File: config.mk
export PLATFORM = sky130hd
export DESIGN_NAME = quo_rem_unit
export DESIGN_NICKNAME = d
export VERILOG_FILES = /design/src/rtl/qru_pkg.sv /design/src/rtl/qru_ctrl.sv /design/src/rtl/qru_datapath.sv /design/src/rtl/qru_signext.sv /design/src/rtl/quo_rem_unit.sv
export SDC_FILE = /design/constraint.sdc
export NUM_CORES = 1
export LEC_CHECK = 0
export ABC_CLOCK_PERIOD_IN_PS = 5700
export BUFFER_PORTS_ARGS = -buffer_cell sky130_fd_sc_hd__buf_2
export CAP_MARGIN = 20
export CORE_ASPECT_RATIO = 1.4
export CORE_UTILIZATION = 40
export DETAILED_ROUTE_END_ITERATION = 10
export PLACE_DENSITY = 0.66
export SLEW_MARGIN = 10
export SYNTH_ARGS = -nofsm -noshare
export SYNTH_HDL_FRONTEND = slang
export SYNTH_SLANG_ARGS = --single-unit
File: constraint.sdc
create_clock -name clk -period 5.7 [get_ports clk]
set_input_delay 0.285 -clock clk [delete_from_list [all_inputs] [get_ports clk]]
set_output_delay 0.285 -clock clk [all_outputs]
set_load 0.05 [all_outputs]
File: src/rtl/qru_pkg.sv
`timescale 1ns/1ps
package qru_pkg;

  typedef enum logic [1:0] {
    ST_IDLE  = 2'd0,
    ST_CHECK = 2'd1,
    ST_RUN   = 2'd2
  } qruState_e;

  // Strobes from control to datapath, one cycle each.
  typedef struct packed {
    logic load;    // capture operands and convert to magnitudes
    logic check;   // evaluate zero divisor / high-half range
    logic step;    // decide one quotient bit
    logic finish;  // last step: sign fix-up and result write
  } qruStrobe_t;

endpackage

File: src/rtl/qru_ctrl.sv
`timescale 1ns/1ps
module qru_ctrl
  import qru_pkg::*;
#(
  parameter int N = 8
) (
  input  logic       clk,
  input  logic       rstN,
  input  logic       start,
  output qruStrobe_t strobe,
  output logic       busy,
  output logic       done
);

  localparam int CW = $clog2(N + 1);
  localparam logic [CW-1:0] LAST = CW'(N - 1);

  qruState_e stateQ;
  logic [CW-1:0] stepCnt;

  always_comb begin
    strobe.load   = (stateQ == ST_IDLE) && start;
    strobe.check  = (stateQ == ST_CHECK);
    strobe.step   = (stateQ == ST_RUN);
    strobe.finish = (stateQ == ST_RUN) && (stepCnt == LAST);
  end

  assign busy = (stateQ != ST_IDLE);

  always_ff @(posedge clk) begin
    if (!rstN) begin
      stateQ  <= ST_IDLE;
      stepCnt <= '0;
      done    <= 1'b0;
    end else begin
      done <= strobe.finish;
      unique case (stateQ)
        ST_IDLE: begin
          if (strobe.load) stateQ <= ST_CHECK;
        end
        ST_CHECK: begin
          stateQ  <= ST_RUN;
          stepCnt <= '0;
        end
        ST_RUN: begin
          if (strobe.finish) begin
            stateQ <= ST_IDLE;
          end else begin
            stepCnt <= stepCnt + 1'b1;
          end
        end
        default: stateQ <= ST_IDLE;
      endcase
    end
  end

endmodule

File: src/rtl/qru_datapath.sv
`timescale 1ns/1ps
module qru_datapath
  import qru_pkg::*;
#(
  parameter int N = 8
) (
  input  logic           clk,
  input  logic           rstN,
  input  qruStrobe_t     strobe,
  input  logic           isSigned,
  input  logic [2*N-1:0] dividend,
  input  logic [N-1:0]   divisor,
  output logic [N-1:0]   quotient,
  output logic [N-1:0]   remainder,
  output logic           divErr
);

  localparam logic [N-1:0] HALF = {1'b1, {(N-1){1'b0}}};

  // operand conversion
  logic           ddNeg, dvNeg;
  logic [2*N-1:0] ddMag;
  logic [N-1:0]   dvMag;

  // iteration state
  logic [N-1:0] partRem;   // running partial remainder
  logic [N-1:0] lowBits;   // dividend low half shifting out, quotient shifting in
  logic [N-1:0] dvReg;
  logic         negQuo, negRem, modeSigned, earlyFault;

  // one step
  logic [N:0]   trial;
  logic         takeIt;
  logic [N-1:0] nextRem, nextLow;
  logic         rangeBad, fault;

  always_comb begin
    ddNeg = isSigned & dividend[2*N-1];
    dvNeg = isSigned & divisor[N-1];
    ddMag = ddNeg ? -dividend : dividend;
    dvMag = dvNeg ? -divisor : divisor;
  end

  always_comb begin
    trial   = {partRem, lowBits[N-1]};
    takeIt  = (trial >= {1'b0, dvReg});
    nextRem = takeIt ? (trial[N-1:0] - dvReg) : trial[N-1:0];
    nextLow = {lowBits[N-2:0], takeIt};
  end

  // Signed range: a negative result may reach HALF, a positive one must stay below it.
  always_comb begin
    rangeBad = modeSigned & (negQuo ? (nextLow > HALF) : nextLow[N-1]);
    fault    = earlyFault | rangeBad;
  end

  always_ff @(posedge clk) begin
    if (!rstN) begin
      partRem    <= '0;
      lowBits    <= '0;
      dvReg      <= '0;
      negQuo     <= 1'b0;
      negRem     <= 1'b0;
      modeSigned <= 1'b0;
      earlyFault <= 1'b0;
      quotient   <= '0;
      remainder  <= '0;
      divErr     <= 1'b0;
    end else begin
      divErr <= strobe.finish & fault;
      if (strobe.load) begin
        partRem    <= ddMag[2*N-1:N];
        lowBits    <= ddMag[N-1:0];
        dvReg      <= dvMag;
        negQuo     <= ddNeg ^ dvNeg;
        negRem     <= ddNeg;
        modeSigned <= isSigned;
        earlyFault <= 1'b0;
      end
      if (strobe.check) begin
        // Quotient fits in N bits only when the high half is below the divisor.
        earlyFault <= (dvReg == '0) | (partRem >= dvReg);
      end
      if (strobe.step) begin
        partRem <= nextRem;
        lowBits <= nextLow;
      end
      if (strobe.finish && !fault) begin
        quotient  <= negQuo ? -nextLow : nextLow;
        remainder <= negRem ? -nextRem : nextRem;
      end
    end
  end

endmodule

File: src/rtl/qru_signext.sv
`timescale 1ns/1ps
module qru_signext #(
  parameter int N = 8
) (
  input  logic [N-1:0]   narrow,
  output logic [2*N-1:0] wide
);

  for (genvar b = 0; b < 2*N; b++) begin : g_bit
    if (b < N) begin : g_low
      assign wide[b] = narrow[b];
    end else begin : g_fill
      assign wide[b] = narrow[N-1];
    end
  end

endmodule

File: src/rtl/quo_rem_unit.sv
`timescale 1ns/1ps
module quo_rem_unit
  import qru_pkg::*;
#(
  parameter int N = 8
) (
  input  logic           clk,
  input  logic           rstN,
  input  logic           start,
  input  logic           isSigned,
  input  logic [2*N-1:0] dividend,
  input  logic [N-1:0]   divisor,
  input  logic [N-1:0]   extIn,
  output logic           busy,
  output logic           done,
  output logic           divErr,
  output logic [N-1:0]   quotient,
  output logic [N-1:0]   remainder,
  output logic [2*N-1:0] extOut
);

  qruStrobe_t strobe;

  qru_ctrl #(.N(N)) u_ctrl (
    .clk    (clk),
    .rstN   (rstN),
    .start  (start),
    .strobe (strobe),
    .busy   (busy),
    .done   (done)
  );

  qru_datapath #(.N(N)) u_dp (
    .clk       (clk),
    .rstN      (rstN),
    .strobe    (strobe),
    .isSigned  (isSigned),
    .dividend  (dividend),
    .divisor   (divisor),
    .quotient  (quotient),
    .remainder (remainder),
    .divErr    (divErr)
  );

  qru_signext #(.N(N)) u_ext (
    .narrow (extIn),
    .wide   (extOut)
  );

endmodule

After elaboration in Yosys (flattened, before gate mapping)
Index checks and enable logic that the tools add are counted.
Operators by class
  add/subtract/negate cells: 6
  multipliers: 0
  div/mod/pow operators: 0
  order comparisons: 3
  equality and inequality tests: 6
  shifts and indexed selects: 0
  multiplexer cells: 17
  bitwise logic cells: 7
  reductions and logical operators: 12
Operator list (count)
  two-way mux 8 bit: 8
  negation 8 bit: 3
  two-way mux 16 bit: 1
  negation 16 bit: 1
  >= comparator 9 x 8 -> 1 bit: 1
  >= comparator 8 bit: 1
  > comparator 8 bit (second input constant): 1
  zero test 8 bit: 1
  case mux 4 bit (2 select lines): 1
  nonzero test 2 bit: 4
  subtractor 8 bit: 1
  case mux 2 bit (3 select lines): 1
  adder 4 x 1 -> 4 bit (second input constant): 1
  bitwise AND 1 bit: 4
  equality test 4 x 3 -> 1 bit (second input constant): 1
  two-way mux 2 bit: 2
  two-way mux 4 bit: 1
  != test 2 bit (second input constant): 2
  AND reduction 2 bit: 2
  logical AND 1 bit: 3
  two-way mux 1 bit: 3
  equality test 2 x 1 -> 1 bit (second input constant): 1
  equality test 2 bit (second input constant): 1
  zero test 2 bit: 1
  4 further kinds: 5
Storage, ports and cells
  bits in registers: 52
  latch bits: 0
  memory bits (writable): 0
  ROM bits: 0
  input bits: 36
  output and inout bits: 35
  logic and storage cells: 64
  memories: 0

Longest topological paths before layout
Gate-level depths: netlist of run 1.
  depth in word-level cells: 7
  gate-level depth with buffers: 15
  mapped depth without buffers: 14

Cells and area by module
From an unflattened synthesis of run 1, not the netlist that was laid out.
Unflattened totals
  cells, all modules: 466
  area total of the unflattened synthesis: 3749.8 um^2
Modules (own cells, without submodules)
  qru_datapath: times used 1, cells an instance 412, area each 3308.2 um^2, sequential area each 900.9 um^2
  qru_ctrl: times used 1, cells an instance 38, area each 321.6 um^2, sequential area each 140.1 um^2
  qru_signext: times used 1, cells an instance 16, area each 120.1 um^2, sequential area each 0.0 um^2

Least setup slack after synthesis of run 1
OpenSTA, ideal clock, no wires.
  kind: flip-flop to flip-flop
  start: reg u_dp.dvReg[7]
  end: reg u_dp.remainder[4]
  setup time: 64 ps
  data arrival time: 2810 ps
  data required time: 5636 ps
  slack: 2826 ps
  stages on the path, launching flop included: 16
  path buffers: 3
  clock period less this slack: 2874 ps
  path through: dfxtp_1 > inv_1 > ha_1 > and4b_1 > nand2_1 > and3_1 > clkbuf_2 > nand2_1 > inv_1 > ha_1 > a31oi_1 > nor3b_1 > buf_2 > buf_1 > nand4_1 > nand4_1
On the way
  cells in the longest elaborated chain, start to end: 7
  elaborated cells between the ends (all ways): 10
  classes of those cells: add/sub: 1; order compare: 2; mux: 3; bitwise: 2; reduce/logical: 2
Ends and longest elaborated chain
  from (decl): RTL line qru_datapath.sv:28  | logic [N-1:0] dvReg;
  from (signal assigned): RTL line qru_datapath.sv:74  | dvReg <= dvMag;
  >= comparator 9 x 8 -> 1 bit (*): RTL line qru_datapath.sv:46  | takeIt = (trial >= {1'b0, dvReg});
  > comparator 8 bit: RTL line qru_datapath.sv:53  | rangeBad = modeSigned & (negQuo ? (nextLow > HALF) : nextLow[N-1]);
  two-way mux 1 bit: RTL line qru_datapath.sv:53
  bitwise AND 1 bit: RTL line qru_datapath.sv:53
  bitwise OR 1 bit: RTL line qru_datapath.sv:54  | fault = earlyFault | rangeBad;
  zero test 1 bit: RTL line qru_datapath.sv:88  | if (strobe.finish && !fault) begin
  logical AND 1 bit: RTL line qru_datapath.sv:88
  to (signal assigned): RTL line qru_datapath.sv:90  | remainder <= negRem ? -nextRem : nextRem;
  to (decl): RTL line qru_datapath.sv:14  | output logic [N-1:0] remainder,
Every way passes the cells marked *; elsewhere a longest branch is shown, timed or not.
A chain may end at the register's enable or synchronous reset.

Worst setup path after layout of run 1
  start: reg u_dp.dvReg[2]
  end: reg u_dp.remainder[6]
On the way
  cells in the longest elaborated chain, start to end: 7
  elaborated cells between the ends (all ways): 11
  classes of those cells: add/sub: 2; order compare: 2; mux: 3; bitwise: 2; reduce/logical: 2
Ends and longest elaborated chain (RTL line)
  >= comparator 9 x 8 -> 1 bit: qru_datapath.sv:46
  > comparator 8 bit: qru_datapath.sv:53
  two-way mux 1 bit: qru_datapath.sv:53
  bitwise AND 1 bit: qru_datapath.sv:53
  bitwise OR 1 bit: qru_datapath.sv:54
  zero test 1 bit: qru_datapath.sv:88
  logical AND 1 bit: qru_datapath.sv:88
Several ways; a longest one is shown, not always the timed one.

==> results of run 1 <==
-- flip-flops by register name, indices dropped and copies added (netlist names) --
signal / cells
u_dp.dvReg: 8
u_dp.lowBits: 8
u_dp.partRem: 8
u_dp.quotient: 8
u_dp.remainder: 8
u_ctrl.stepCnt: 4
u_ctrl.stateQ: 2
u_ctrl.done: 1
u_dp.divErr: 1
u_dp.earlyFault: 1
u_dp.modeSigned: 1
u_dp.negQuo: 1
u_dp.negRem: 1
-- worst max-delay path, delay by kind of cell, from the launching register on --
| kind | cells | cell delay, ns |
|---|---|---|
| xor+xnor | 1 | 0.16 |
| fa+ha+maj | 2 | 0.68 |
| flops | 1 | 0.36 |
| simple gates | 5 | 1.12 |
| buf+inv | 2 | 0.29 |
| compound gates | 4 | 0.84 |
-- where the power goes --
group	internal [mW]	leakage [nW]	total [mW]	switching, mW
registers	0.384	0.424	0.413	0.0284
clock network	0.164	0.0702	0.308	0.144
logic	0.170	1.07	0.433	0.263
-- worst max-delay path by stage --
stage                                                end  slack [ns]  cells past startpoint
after detailed placement  u_dp.remainder[6]$_SDFFE_PN0P_        2.24                     14
after global routing      u_dp.remainder[6]$_SDFFE_PN0P_        1.75                     14
after CTS                 u_dp.remainder[6]$_SDFFE_PN0P_        2.21                     14
final                     u_dp.remainder[6]$_SDFFE_PN0P_        2.18                     14
after floorplan           u_dp.remainder[4]$_SDFFE_PN0P_        2.83                     15
after global placement    u_dp.remainder[6]$_SDFFE_PN0P_        2.37                     14
-- per-stage QoR --
stage	std cells	setup WS (ns)
final	581	2.18
after global routing	581	1.75
after CTS	580	2.21
after detailed placement	572	2.24
after global placement	571	2.37
after floorplan	454	2.83
-- kinds of logic after synthesis --
| group | after synthesis | synth area share |
|---|---|---|
| flip-flops | 52 | 0.293 |
| buffers and inverters | 59 | 0.0806 |
| multiplexers | 4 | 0.0120 |
| XOR/XNOR | 37 | 0.0912 |
| AND/OR/NAND/NOR | 154 | 0.211 |
| adder cells (fa/ha/maj) | 22 | 0.0795 |
| AO/OA/AOI/OAI | 126 | 0.233 |
-- layout make-up --
class	count	area share
tap	105	0.0336
sequential	52	0.266
clock buffer	5	0.0320
timing repair buffer	51	0.0713
clock inverter	3	0.00543
multi-input combinational	343	0.571
inverter	22	0.0211
-- cells in the final DEF (no fill, tap or decap), drive strengths merged, types with 4 or more instances in the layout --
cell type  instances
dfxtp             52
buf               51
nand2             47
a21oi             41
nor2              36
o21ai             24
inv               23
xor2              21
ha                21
nand3             18
xnor2             16
a211oi            12
a22oi             10
nand2b             7
or3                7
nor3               6
nor4               6
o31ai              6
nor2b              5
nand4              5
or2                5
clkbuf             5
o211ai             4
a2bb2oi            4
-- per-layer routing --
metal	wire length [um]	GRT usage
met2	4390	0.357
met5	0	0
met1	3920	0.264
met4	116	0.0573
met3	341	0.0248
==> impl.org, run 1 <==
** Power and ir drop
- IR drop worst, VDD :: 193 uV
- Power spread over the standard cell area amounts to 295 mW/mm^2.
- Total design power :: 1.15 mW
- Static power due to leakage :: 1.56 nW

** Critical path
- CP Cell Sequence :: inv_1 > ha_1 > nand2_1 > o21ai_0 > nand4_1 > nand2_1 > inv_1 > o21ai_0 > ha_1 > nand2_1 > nor4_1 > a311oi_1 > xor2_1 > o21ai_0
- CP startpoint :: u_dp.dvReg[2]$_SDFFE_PN0P_
- The worst register-to-register path has a setup slack of 2.18 ns.
- For the worst flop-to-flop path, the logic depth is 14.
- In this run the critical register-to-register path is captured at u_dp.remainder[6]$_SDFFE_PN0P_.
- Data arrival time of the worst path :: 3.75 ns
- Required time worst endpoint :: 5.93 ns
- The slowest stage of the critical path is the sky130_fd_sc_hd__nand2_1 cell.
- Critical Path Sink Type :: flip-flop
- The worst setup path is launched from a flip-flop.
- The startpoint identified for the worst register-to-register timing path is u_dp.dvReg[2]$_SDFFE_PN0P_.
- Largest fanout of any net on the critical path :: 15
- Maximum single-stage delay on the critical path :: 0.49 ns
- The worst setup path is of the reg2reg kind.

** Clock network
- The H-tree generated during clock tree synthesis spans 2 levels.
- After clock tree synthesis, the setup repair step added 0 buffers.
- TritonCTS built the clock tree.
- TritonCTS created 5 clock buffers.
- TritonCTS Sinks :: 52
- The clock passes through at most 2 buffers.
- Clock latency reported for the late side of the worst-skew pair :: 0.30 ns
- CTS clock-pin slew for the worst setup and hold paths :: 0.07 ns
- Post-CTS Resized :: 0
- Hold-fix buffer count after cts :: 0
- Clock root buffer :: sky130_fd_sc_hd__clkbuf_16

** Cells and area
- For this run, the share of the core covered by cells in the final layout is 0.455.
- Area of the multi-input gates :: 0.00223 sq mm
- P&R area growth vs syn :: 10.1%
- The filler cells instantiated in the layout total 914.
- Antenna cell count :: 0
- Post-layout net count :: 533
- Once layout is done, the placed cells without fillers occupy 0.00392 sq mm.
- In the final layout, the share of cells above drive strength 1 is 0.155.
- Reg area :: 0.00104 sq mm

** Logic synthesis
- Cell type contributing the most total cell area after synthesis :: sky130_fd_sc_hd__dfxtp_1
- Syn Std Cell Area :: 0.00355 sq mm
- The most used flip-flop cell after synthesis is sky130_fd_sc_hd__dfxtp_1.
- For this run, the register share of the synthesized area comes to 0.293.
- FFs w/ async S/R, synth :: 0
- Area share of the largest cell type after synthesis :: 0.293
- Synthesis produced 454 cells.
- Cell types occupying the most area after synthesis :: sky130_fd_sc_hd__dfxtp_1 (29%), sky130_fd_sc_hd__ha_1 (7.4%), sky130_fd_sc_hd__a21oi_1 (5.8%), sky130_fd_sc_hd__xor2_1 (5.2%), sky130_fd_sc_hd__nand2_1 (5.0%)
- Seq cells post-synth :: 52
- Syn. warnings :: 0
- Number of enable flip-flop cells after synthesis :: 0
- Number of nets produced by synthesis :: 512
- Counting distinct cell types in the post-synthesis netlist gives 58.
- Most common cell in the synthesized netlist :: sky130_fd_sc_hd__dfxtp_1
- Sorting the synthesized cells by how often they occur yields sky130_fd_sc_hd__dfxtp_1 (52), sky130_fd_sc_hd__nand2_1 (47), sky130_fd_sc_hd__a21oi_1 (41).
- Syn avg cell area :: 7.83 sq um

** Place
- The congestion estimate from routability-driven global placement came to 0.894.
- Placed standard-cell area :: 0.00375 sq mm
- HPWL reported at the end of detailed placement :: 6980 um
- Buffers placed on the I/O ports in this run total 46.

** Global route
- First-pass GRT wire length :: 14900 um
- Largest net degree at the start of global routing :: 33
- Overall global routing resource usage :: 0.206
- Antenna violations before repair :: 0
- For this run the aggregate overflow at the end of global routing stands at 0.
- Via count of the first global-routing pass :: 3038

** Die
- Die Area :: 0.00927 sq mm
- Die Ht :: 114 um
- For this configuration, the core starts out at a cell density of 0.413.
- IO Count :: 71
- The floorplan step set the die width to 81.7 um.
- FP Rows :: 40
- The floorplan step defined a core boundary enclosing 0.00861 sq mm.

** Detailed routing
- First-pass DRT Iterations :: 4
- DR iter-0 viols :: 209
- Remaining design rule violation count :: 0
- In the final routed layout, each cell accounts on average for 15.1 um.
- The count of nets left with antenna violations once routing finished came out at 0.
- Via count of the routed design :: 3217
- Wires add up to 8770 um.
- In the routed layout, each cell is associated on average with a via count of 5.54.

** Timing
- Setup violations remaining at the end of the flow were counted as 0.
- Static timing analysis puts the maximum clock frequency at 284 MHz.
- The number of hold violations in the final report came to 0.
- For the pin with the worst max-slew slack, the measured transition is 0.630 ns.
- Hold timing on the final database bottoms out at a slack of 0.259 ns.
- Measured against its own limit, the worst slew margin works out to 0.578.
- Setup repair after global routing left no endpoint under its margin.
- The final max-slew violation count is 0.
- Between clock sinks in the finished design, the worst skew comes to 0.0126 ns.
- Of the available clock period, the critical path in the final layout requires 0.617.
- The smallest clock period supported by the final layout is computed as 3.52 ns.
- Setup TNS Final :: 0 ns

** Hold path
- Type of the tightest min-delay check :: in2reg
- Counting instances, the worst hold path has a depth of 3.
- The worst hold path terminates at u_dp.dvReg[0]$_SDFFE_PN0P_.
- Start point of the worst min-delay path :: divisor[0]

** Run status
- The run finished with clean final reports.

** Job
- Max-Cap Viols :: 0
Note: power is estimated with default switching activity, not from simulation.
==> inputs of run 2 (changes only) <==
--- a/config.mk
+++ b/config.mk
@@ -5,13 +5,13 @@
 export SDC_FILE = /design/constraint.sdc
 export NUM_CORES = 1
 export LEC_CHECK = 0
-export ABC_CLOCK_PERIOD_IN_PS = 5700
+export ABC_CLOCK_PERIOD_IN_PS = 3100
 export BUFFER_PORTS_ARGS = -buffer_cell sky130_fd_sc_hd__buf_2
 export CAP_MARGIN = 20
 export CORE_ASPECT_RATIO = 1.4
 export CORE_UTILIZATION = 40
 export DETAILED_ROUTE_END_ITERATION = 10
-export PLACE_DENSITY = 0.66
+export PLACE_DENSITY = 0.68
 export SLEW_MARGIN = 10
 export SYNTH_ARGS = -nofsm -noshare
 export SYNTH_HDL_FRONTEND = slang
==> constraint.sdc (replaced) <==
create_clock -name clk -period 3.1 [get_ports clk]
set_input_delay 0.155 -clock clk [delete_from_list [all_inputs] [get_ports clk]]
set_output_delay 0.155 -clock clk [all_outputs]
set_load 0.05 [all_outputs]
==> impl.org, run 2 (synthesized netlist as in run 1, its figures left out) <==
** Run status
- The run finished with clean final reports.

** Cells and area
- Commonest cells after routing, fill and taps aside :: sky130_fd_sc_hd__dfxtp_1 (52), sky130_fd_sc_hd__buf_2 (47), sky130_fd_sc_hd__nand2_1 (46), sky130_fd_sc_hd__a21oi_1 (41), sky130_fd_sc_hd__nor2_1 (35)
- P&R area growth vs syn :: 13.3%
- The fill cell instance count of the final layout came to 942 (+3.1%).
- Antenna cell count :: 0 (unchanged)
- Final core occ :: 0.468 (+0.0132)
- Cell area after layout :: 0.00403 sq mm (+2.9%)
- Fraction of final layout cells sized beyond drive strength 1 :: 0.188 (+0.0327)
- The final-stage net count was 546 (+2.4%).
- Leaving out fill and tap cells, the most frequent cell in the layout is sky130_fd_sc_hd__dfxtp_1.
- Final non-filler cell total :: 594 (+2.2%)

** Critical path
- STA classifies the critical path endpoint as a flip-flop.
- Required time worst endpoint :: 3.33 ns (-2.60 ns)
- STA classifies the critical path startpoint as a flip-flop.
- Family with the most delay on the worst path :: simple AND/OR/NAND/NOR gates
- Highest-delay cell along the critical path :: sky130_fd_sc_hd__o32a_1
- The delay of the slowest cell on the worst path came to 0.37 ns (-0.12 ns).
- Crit path kind :: reg2reg
- The data arrival at the endpoint of the critical path was 3.11 ns (-0.64 ns).
- Buf/Inv on CP :: 2 (unchanged)
- Worst R2R Setup Slack :: 0.22 ns (-1.96 ns)
- Largest fanout of any net on the critical path :: 7 (-8)
- The critical path goes through inv_1 > ha_1 > and4b_1 > nand2_1 > and3_4 > nand2_1 > inv_1 > ha_1 > a31oi_1 > nor3b_2 > nand2_2 > o32a_1 > o21ai_1.

** Clock network
- The depth of the CTS H-tree was 2 (unchanged).
- The source-to-sink clock delay at the later pin of the worst-skew pair was 0.29 ns (about the same).
- Clock root buffer :: sky130_fd_sc_hd__clkbuf_16
- The number of buffers between clock root and the deepest sink came to 2 (unchanged).
- Total CTS buffers :: 5 (unchanged)
- CTS clock-pin slew for the worst setup and hold paths :: 0.07 ns (about the same)
- TritonCTS Sinks :: 52 (unchanged)
- TritonCTS clock tree :: yes

** Die
- FP Rows :: 40 (unchanged)
- The initial core utilization is 0.413 (unchanged).
- The top-level port count is 71 (unchanged).
- The height of the die is 114 um (unchanged).
- The horizontal die dimension is 81.7 um (unchanged).
- The area of the die was 0.00927 sq mm (unchanged).
- The core area was 0.00861 sq mm (unchanged).

** Detailed routing
- The number of vias after detailed routing was 3344 (+3.9%).
- The first-iteration detailed-routing DRC count came to 185 (-11%).
- The via density per instance came to 5.63 (+1.7%).
- Total routed wirelength :: 9420 um (+7.4%)
- Post-detailed-route wirelength per cell :: 15.9 um (+5.0%)
- First-pass DRT Iterations :: 5 (+1)
- Remaining design rule violation count :: 0 (unchanged)
- Antenna violation net count after detailed routing :: 0 (unchanged)

** Power and ir drop
- Total power density per cell area :: 540 mW/mm^2 (+83%)
- The reported leakage power is 1.63 nW (+4.1%).
- Total design power :: 2.17 mW (+89%)
- Power Internal :: 1.37 mW (+91%)
- The fraction of power spent switching nets is 0.371 (-0.00703).
- The clock share of power is 0.254 (-0.013).
- Sequential power share :: 0.346 (-0.012)
- Switch Pwr :: 0.806 mW (+85%)
- IR drop worst, VDD :: 287 uV (+49%)
- Fraction of power consumed by combinational cells :: 0.401 (+0.026)

** Timing
- The actual slew at the worst max-slew pin is 0.808 ns (+0.178 ns).
- Final Setup Violations :: 0 (unchanged)
- Final clock period utilization by the worst path :: 0.929 (+0.311)
- Setup TNS Final :: 0 ns (unchanged)
- Number of failing hold endpoints at the final stage :: 0 (unchanged)
- The setup slack after layout came to 0.221 ns (-1.96 ns).
- Number of max-slew violations in the final report :: 0 (unchanged)
- The relative slew slack came to 0.461 (-0.118).
- Clock period minus final worst setup slack :: 2.88 ns (-0.639 ns)
- The final hold slack was 0.130 ns (-0.129 ns).
- The setup clock skew after layout was 0.00587 ns (-0.00670 ns).
- Maximum clock rate :: 347 MHz (+22%)

** Global route
- The largest net degree at the start of global routing came to 31 (-6.1%).
- The number of antenna violations at the first check in global routing came to 0 (unchanged).
- The via count of the first global-routing pass came to 3141 (+3.4%).
- GRT overflow :: 0 (unchanged)
- Overall global routing resource usage :: 0.210 (+0.00338)
- The first-pass GRT wire length came to 15000 um (+0.51%).

** Place
- HPWL reported at the end of detailed placement :: 7360 um (+5.5%)
- The count of buffers inserted at the top-level ports came to 46 (unchanged).
- Placed standard-cell area :: 0.00383 sq mm (+2.1%)
- The worst-case setup slack after placement was 0.114 ns (-2.13 ns).
- Placed Cells :: 583 (+1.9%)
- Weighted congestion reported at the end of routability-driven placement :: 0.965 (+8.0%)

** Job
- Max-Cap Viols :: 0 (unchanged)

** Hold path
- In this run the worst hold path is classified as in2reg.
-- run 2: cell types whose count changed in the layout (fill, tap and decap cells not counted), sizes merged --
cell / delta
clkinvlp: -1
buf: +13
clkbuf: +1
-- run 2: worst reg2reg max path, delay by kind of cell (launching register included) --
family	cells	cell delay (ns)
AOI/OAI and AO/OA	3	0.61
adders and majority gates	2	0.54
buffers and inverters	2	0.19
DFF	1	0.35
and+or+nand+nor	6	1.12
-- run 2: layout make-up --
type | count | area (sq um) | share of cell area
tap | 105 | 131 | 0.0326
clock buffer | 6 | 129 | 0.0320
clock inverter | 2 | 13.8 | 0.00342
inverter | 22 | 82.6 | 0.0205
sequential | 52 | 1040 | 0.258
timing repair buffer | 64 | 367 | 0.0910
multi-input combinational | 343 | 2260 | 0.562
-- run 2: timing repair --
item / in CTS / in global routing
setup buffers: 0 / 2
hold buffers: 0 / 0
setup endpoints to repair: 0 / 5
resized for setup: 0 / 9
-- run 2: metal layers --
| layer | GRT usage | wire (um) |
|---|---|---|
| met1 | 0.241 | 3960 |
| met2 | 0.372 | 4690 |
| met3 | 0.0264 | 366 |
| met4 | 0.102 | 404 |
| met5 | 0 | 0 |
-- run 2: power groups by stage --
stage	clock network, mW	registers [mW]	logic, mW
CTS	0.561	0.749	0.849
floorplan	0	0.763	0.644
detailed placement	0	0.765	0.843
finish	0.552	0.752	0.872
global route	0.583	0.755	0.955
global placement	0	0.764	0.844
-- run 2: final timing paths --
path                                    end                      startpoint  cells after the start
max reg2reg  u_dp.remainder[7]$_SDFFE_PN0P_      u_dp.dvReg[6]$_SDFFE_PN0P_                     13
min reg2reg  u_dp.remainder[1]$_SDFFE_PN0P_  u_dp.remainder[1]$_SDFFE_PN0P_                      2
min              u_dp.dvReg[0]$_SDFFE_PN0P_                      divisor[0]                      3
max          u_dp.remainder[7]$_SDFFE_PN0P_      u_dp.dvReg[6]$_SDFFE_PN0P_                     13
